## config.mk

```make
export PLATFORM = sky130hd
export DESIGN_NAME = uart_rts_mdrop
export DESIGN_NICKNAME = d
export VERILOG_FILES = /design/src/rtl/uart_rts_mdrop.sv
export SDC_FILE = /design/constraint.sdc
export NUM_CORES = 1
export LEC_CHECK = 0
export BUFFER_PORTS_ARGS = -buffer_cell sky130_fd_sc_hd__buf_2
export CORE_ASPECT_RATIO = 0.9
export CORE_UTILIZATION = 43
export DETAILED_ROUTE_END_ITERATION = 10
export GPL_TIMING_DRIVEN = 0
export PLACE_DENSITY_LB_ADDON = 0.3
export SLEW_MARGIN = 15
export SYNTH_ARGS = -nofsm -noshare
export SYNTH_HDL_FRONTEND = slang
export SYNTH_SLANG_ARGS = --single-unit
```

## constraint.sdc

```tcl
create_clock -name clk -period 1.5 [get_ports clk]
set_clock_uncertainty 0.2 [all_clocks]
set_input_delay 0.3 -clock clk [delete_from_list [all_inputs] [get_ports clk]]
set_output_delay 0.3 -clock clk [all_outputs]
set_load 0.01 [all_outputs]
```

## src/rtl/uart_rts_mdrop.sv

```systemverilog
module uart_rts_mdrop #(
  parameter int DATA_W = 8,
  parameter int CMD_W = 4,
  parameter logic [CMD_W-1:0] CMD_RTS_ON = 'h8,
  parameter logic [CMD_W-1:0] CMD_RTS_OFF = 'h9
) (
  input  logic              clk,
  input  logic              rst_n,
  input  logic              op_set_wr,
  input  logic              op_clr_wr,
  input  logic              op_rts_bit,
  input  logic              cmd_wr,
  input  logic [CMD_W-1:0]  cmd_code,
  input  logic              rx_rts_en,
  input  logic              tx_rts_en,
  input  logic              rx_fifo_full,
  input  logic              tx_buf_wr,
  input  logic [DATA_W-1:0] tx_buf_data,
  input  logic              ad_bit,
  input  logic              shift_ready,
  input  logic              tx_last_done,
  output logic              rts_n,
  output logic              tx_rdy,
  output logic              frame_load,
  output logic [DATA_W:0]   frame_word
);
  logic              rts_on;
  logic              full_q;
  logic              buf_full;
  logic [DATA_W-1:0] buf_q;
  logic              load_q;
  logic [DATA_W:0]   word_q;

  wire sw_set  = (op_set_wr && op_rts_bit) || (cmd_wr && cmd_code == CMD_RTS_ON);
  wire sw_clr  = (op_clr_wr && op_rts_bit) || (cmd_wr && cmd_code == CMD_RTS_OFF);
  wire rx_fall = rx_rts_en && full_q && !rx_fifo_full;
  wire rx_rise = rx_rts_en && !full_q && rx_fifo_full;
  wire tx_end  = tx_rts_en && tx_last_done && !buf_full;
  wire xfer    = buf_full && shift_ready;
  wire accept  = !buf_full && tx_buf_wr;

  always_ff @(posedge clk) begin
    full_q <= rx_fifo_full;
    if (!rst_n)
      rts_on <= 1'b0;
    else if (sw_clr || rx_rise || tx_end)
      rts_on <= 1'b0;
    else if (sw_set || rx_fall)
      rts_on <= 1'b1;
  end

  always_ff @(posedge clk) begin
    if (!rst_n) begin
      buf_full <= 1'b0;
      buf_q    <= '0;
      load_q   <= 1'b0;
      word_q   <= '0;
    end else begin
      load_q <= xfer;
      word_q <= xfer ? {ad_bit, buf_q} : '0;
      if (xfer)
        buf_full <= 1'b0;
      else if (accept) begin
        buf_full <= 1'b1;
        buf_q    <= tx_buf_data;
      end
    end
  end

  assign rts_n      = !rts_on;
  assign tx_rdy     = !buf_full;
  assign frame_load = load_q;
  assign frame_word = word_q;
endmodule

```

==> results of run 1 <==
## cells by family (layout without fill, tap and decap cells)
group / count (synthesis) / in the layout / synth area share (%)
AO/OA/AOI/OAI: 10 / 10 / 13.0
buffers and inverters: 6 / 48 / 3.83
flip-flops: 21 / 21 / 55.9
AND/OR/NAND/NOR: 37 / 37 / 27.3
## per-layer routing
metal	track usage, %	share of wire [%]
met1	18.1	41
met4	7.06	1.8
met3	6.96	6.6
met2	25.1	51
met5	0	0
## per-stage QoR
step / util (%) / cells / total power (uW)
CTS: 65.2 / 138 / 974
global route: 65.3 / 138 / 1020
detailed placement: 62.1 / 132 / 714
finish: 65.3 / 138 / 960
floorplan: - / 74 / 661
global placement: 62.1 / 132 / 708
## timing repair
action                                  4_1_cts  5_1_grt
hold endpoints to repair                      2        0
hold buffers                                  2        0
gates resized for setup                       0        1
endpoints found under the setup margin        0        1
## worst paths after layout
check | endpoint | depth (start not counted) | start | slack [ns]
worst max register to register | rts_on | 3 | full_q | 0.33
worst max-delay path | rts_n | 2 | rts_on | 0.12
worst min register to register | buf_q[3] | 2 | buf_q[3] | 0.26
worst min-delay path | buf_q[4] | 3 | tx_buf_data[4] | 0.03
## area by class of cell
class	instances	area share, %
Tap cell	22	2.73
Multi-Input combinational cell	47	30.0
Timing Repair Buffer	38	19.9
Clock buffer	3	2.23
Clock inverter	1	0.496
Sequential cell	21	41.8
Inverter	2	0.744
Buffer	4	2.11
## power groups by stage
stage               sequential [uW]  clock [uW]  combinational [uW]
finish                          590         257                 113
global route                    594         300                 126
CTS                             590         269                 115
detailed placement              603           0                 110
global placement                602           0                 106
floorplan                       602           0                58.3
## critical path: cells and delay by family, from the launching register on
kind	cells	cell delay (ns)
flops	1	0.40
buf+inv	2	0.18
## registers in the layout (all words and copies together) (netlist names)
name        cells
rts_on          1
buf_q           8
frame_word      9
buf_full        1
full_q          1
frame_load      1
## placed cells by master (no fill, tap or decap), types with 2 or more instances in the layout
cell type       n
buf_2          37
dfxtp_1        20
nand2_1        19
and2_1          9
a21boi_1        8
clkbuf_4        3
inv_1           2
nand3b_1        2
dlygate4sd3_1   2
==> impl_metrics.py, run 1 <==
metrics = {
    "yosys": {
        "synthTopCellsByCount": "21 x dfxtp_1, 19 x nand2_1, 9 x and2_1, 8 x a21boi_1",
        "synth.yosys.seq_area_share_pct": 55.9,
        "synth_nets": 99,
        "postSynth.topFlopCell": "dfxtp_1",
        "postSynthRegisterBits": 21,
        "ranking_of_synthesized_cells_by_area": "dfxtp_1 56%, nand2_1 9.5%, a21boi_1 8.0%, and2_1 7.5%, a2111oi_4 3.7%",
        "synth_edf_count": 0,
        "syn-mean-instance-area_sq_um": 10.2,
        "netlist-cell-type-count": 19,
        "ys_warn_count": 0,
        "share_of_the_synthesized_area_in_the_top_cell_type_pct": 55.9,
        "syn_inst": 74,
        "netlist_area_before_placement_sq_um": 752,
        "synthArstFlopShare_pct": 0,
        "synthMostInstantiatedCell": "dfxtp_1",
        "dominant_cell_type_by_area_after_synthesis": "dfxtp_1",
    },
    "floorplanning": {
        "die_height_um": 41.7,
        "design.portCount": 37,
        "start_util_pct": 48.7,
        "die-area_sq_um": 1920,
        "width_of_the_chip_um": 46.1,
        "rows": 13,
        "floorplan.core_area_sq_um": 1550,
    },
    "drt": {
        "final_routed_wirelength_mm": 1.34,
        "drt.antenna.violating_nets": 0,
        "route.detailed.wl_per_inst_um": 9.71,
        "avgViaCountPerCell": 4.46,
        "via_count": 616,
        "detail_route.drc_violations": 0,
        "drt_first_pass_iters": 2,
        "drt_iter0_markers": 8,
    },
    "pwr": {
        "leakage_uw": 0.000491,
        "power_density_nw_per_um2": 952,
        "net-switching-power_uw": 218,
        "pwr-share-seq_pct": 61.5,
        "power.share.combinational_pct": 11.7,
        "internal_power_component_uw": 742,
        "power_frac_clock_pct": 26.8,
        "irDropWorstVdd_mv": 0.849,
        "power_switching_share_pct": 22.7,
    },
    "global_routing": {
        "grt_start_max_net_pins": 13,
        "via_count_of_the_first_global_routing_pass": 538,
        "grt_overflow": 0,
        "antenna_found_initial": 0,
        "grt_first_pass_wirelength_mm": 2.21,
        "globalRouteTotalUtil_pct": 15.9,
    },
    "place": {
        "gpl.final_weighted_congestion": 0.676,
        "placed_cell_area_sq_um": 960,
        "port_buffers": 36,
        "dp_worst_setup_slack_ns": 0.171,
        "dp.final_hpwl_mm": 1.07,
    },
    "clocking": {
        "cts-root-buf": "clkbuf_4",
        "tritoncts_clock_tree": "yes",
        "worst_skew_pair.late_latency_ns": 0.29,
        "cts_inserted_buffers": 3,
        "clkSinkCount": 21,
        "post-cts-setup-buffer-count": 0,
        "max-clock-path-buffers": 2,
        "clkSlewWorstSetupHoldPaths_ns": 0.11,
        "cts.htree.levels": 1,
    },
    "critical_path": {
        "critical_path_peak_fanout": 2,
        "worstPathCellList": "inv_1 > buf_2",
        "crit_path_max_incr_delay_ns": 0.40,
        "crit_path_top_delay_cell": "dfxtp_1",
        "worstSetupPathType": "flip-flop to output pin",
        "critPathLaunchType": "flip-flop",
        "type_of_destination_of_the_critical_path": "output pin",
        "arrival_ns": 0.88,
        "worst_ep_required_time_ns": 1.00,
    },
    "timing": {
        "worstMarginPinSlew_ns": 0.359,
        "timing.max_slew.rel_slack_pct": 76.1,
        "final-hold-violation-count": 0,
        "final-max-slew-violation-count": 0,
        "layout_min_cycle_time_ns": 1.38,
        "fin_crit_sh_pct": 92.0,
        "postLayoutSetupSlackWorst_ns": 0.119,
        "rsz0062_at_grt": "false",
        "fin_hold_ws_ns": 0.0293,
        "total_negative_setup_slack_ns": 0,
        "max_freq_ghz": 0.724,
        "final_setup_vio_count": 0,
    },
    "layout": {
        "drive_above_1_share_pct": 40.5,
        "num-nets-final": 142,
        "final_cell_area_sq_um": 1010,
        "regArea_sq_um": 422,
        "fillCellCount": 137,
        "area_taken_by_multi_input_logic_gates_sq_um": 303,
        "syn_to_final_growth_pct": 34.1,
        "antennaDiodeCount": 0,
    },
    "run": {
        "drv_cap": 0,
    },
    "outcome": {
        "run_status": "finished clean",
    },
    "hold_path": {
        "hold_class": "input pin to flip-flop",
    },
}
(Power assumes the default switching activity.)
==> run 2, diff against run 1 <==
- BUFFER_PORTS_ARGS: -buffer_cell sky130_fd_sc_hd__buf_2 -> -buffer_cell sky130_fd_sc_hd__clkbuf_2
==> run 2 against run 1 <==
Compared with the run above: routed wire length rose by 5.7%; highest routed layer unchanged; clock power rose by 3%; hold slack got worse by 0.0037 ns; utilization rose by 4.5 points; combinational power rose by 13%; largest cell class unchanged.
==> impl_metrics.py, run 2 (synthesis gave the netlist of run 1 again) <==
metrics = {
    "floorplanning": {
        "rows": 13,
        "width_of_the_chip_um": 46.1,
        "floorplan.core_area_sq_um": 1550,
        "start_util_pct": 48.7,
        "design.portCount": 37,
        "die-area_sq_um": 1920,
        "die_height_um": 41.7,
    },
    "timing": {
        "timing.max_slew.rel_slack_pct": 74.8,
        "final-hold-violation-count": 0,
        "max_freq_ghz": 0.731,
        "layout_min_cycle_time_ns": 1.37,
        "fin_crit_sh_pct": 91.3,
        "worstMarginPinSlew_ns": 0.378,
        "fin_hold_ws_ns": 0.0255,
        "final-max-slew-violation-count": 0,
        "rsz0062_at_grt": "false",
        "final_setup_vio_count": 0,
        "total_negative_setup_slack_ns": 0,
    },
    "global_routing": {
        "grt_first_pass_wirelength_mm": 2.40,
        "via_count_of_the_first_global_routing_pass": 609,
        "antenna_found_initial": 0,
        "globalRouteTotalUtil_pct": 17.6,
        "grt_overflow": 0,
        "grt_start_max_net_pins": 13,
    },
    "layout": {
        "syn_to_final_growth_pct": 43.4,
        "num-nets-final": 149,
        "commonest_non_fill_non_tap_cell_in_the_layout": "clkbuf_2",
        "mostFrequentLayoutCells": "37 x clkbuf_2, 20 x dfxtp_1, 19 x nand2_1, 9 x and2_1, 9 x dlygate4sd3_1",
        "antennaDiodeCount": 0,
        "drive_above_1_share_pct": 38.2,
        "final_core_util_pct": 69.8,
        "largest_reg_flops": 9,
    },
    "pwr": {
        "power.share.combinational_pct": 13.0,
        "design_power_total_uw": 983,
        "net-switching-power_uw": 228,
        "internal_power_component_uw": 755,
        "irDropWorstVdd_mv": 0.528,
        "leakage_uw": 0.000518,
        "power_density_nw_per_um2": 911,
        "power_frac_clock_pct": 26.9,
        "pwr-share-seq_pct": 60.1,
        "power_switching_share_pct": 23.2,
    },
    "clocking": {
        "clkSlewWorstSetupHoldPaths_ns": 0.11,
        "cts_inserted_buffers": 3,
        "cts-root-buf": "clkbuf_4",
        "worst_skew_pair.late_latency_ns": 0.30,
        "tritoncts_clock_tree": "yes",
        "max-clock-path-buffers": 2,
        "post-cts-setup-buffer-count": 0,
        "clkSinkCount": 21,
        "cts.htree.levels": 1,
    },
    "drt": {
        "wl_met2_um": 741,
        "drt_first_pass_iters": 4,
        "via_count": 641,
        "dr_wl_met3_um": 80,
        "final_routed_wirelength_mm": 1.42,
        "drt.antenna.violating_nets": 0,
        "detail_route.drc_violations": 0,
        "avgViaCountPerCell": 4.42,
        "drt_iter0_markers": 5,
        "route.detailed.wl_per_inst_um": 9.77,
        "routedLengthMet1_um": 562,
        "route.top_layer_used": "met4",
    },
    "run": {
        "drv_cap": 0,
    },
    "critical_path": {
        "arrival_ns": 0.87,
        "critPathLaunchType": "flip-flop",
        "crit_path_top_delay_cell": "dfxtp_1",
        "worst_ep_required_time_ns": 1.00,
        "worstSetupPathType": "flip-flop to output pin",
        "type_of_destination_of_the_critical_path": "output pin",
        "critical_path.n_buffers_inverters": 2,
        "critical_path_peak_fanout": 2,
        "timing.critical_path.max_delay_family": "flip-flops",
        "crit_path_max_incr_delay_ns": 0.39,
        "worstPathCellList": "inv_1 > clkbuf_2",
    },
    "place": {
        "port_buffers": 36,
        "dp.final_hpwl_mm": 1.05,
        "gpl.final_weighted_congestion": 0.676,
    },
    "outcome": {
        "run_status": "finished clean",
    },
    "hold_path": {
        "hold_class": "input pin to flip-flop",
    },
}
-- run 2: cell types whose count changed in the layout (fill, tap and decap cells not counted), sizes merged --
cell / change
buf: -36
clkbuf: +36
dlygate4sd3: +7
-- run 2: worst min-delay path, delay by kind of cell --
kind                   cells  cell delay (ns)
buffers and inverters      1             0.08
and+or+nand+nor            1             0.05
AOI/OAI and AO/OA          1             0.05
-- run 2: power groups by stage --
stage / Sequential (uW) / Combinational, uW / Clock [uW]
2_1_floorplan: 602 / 58.3 / 0
3_3_place_gp: 602 / 106 / 0
3_5_place_dp: 603 / 111 / 0
4_1_cts: 590 / 125 / 274
5_1_grt: 594 / 143 / 313
6_report: 590 / 128 / 265
-- run 2: worst paths after layout --
kind | depth (start not counted) | from | endpoint | slack (ns)
max | 2 | rts_on | rts_n | 0.13
min | 3 | tx_buf_data[7] | buf_q[7] | 0.03
max reg2reg | 3 | full_q | rts_on | 0.33
min reg2reg | 2 | buf_q[3] | buf_q[3] | 0.26
-- run 2: what timing repair did --
item / CTS / global route
setup endpoints to repair: 0 / 1
hold endpoints to repair: 7 / 2
hold buffers: 7 / 2
resized for setup: 0 / 1
-- run 2: final cells by class --
type | count | area (sq um)
Buffer | 4 | 21.3
Clock buffer | 3 | 22.5
Clock inverter | 1 | 5.00
Fill cell | 120 | 467
Inverter | 2 | 7.51
Multi-Input combinational cell | 47 | 303
Sequential cell | 21 | 422
Tap cell | 22 | 27.5
Timing Repair Buffer | 45 | 270
-- run 2: metal layers --
| metal | global-route usage [%] | up-vias |
|---|---|---|
| met5 | 0 | - |
| met4 | 10.0 | 0 |
| met3 | 7.83 | 5 |
| met2 | 27.6 | 21 |
| met1 | 19.1 | 277 |
| li1 | - | 338 |
-- run 2: stage by stage --
| stage | setup slack, ns | std cells | area [sq um] |
|---|---|---|---|
| floorplan | 0.281 | 74 | 752 |
| global placement | 0.190 | 132 | 960 |
| detailed placement | 0.143 | 132 | 960 |
| CTS | 0.0724 | 143 | 1060 |
| global route | 0.0581 | 145 | 1080 |
| finish | 0.131 | 145 | 1080 |
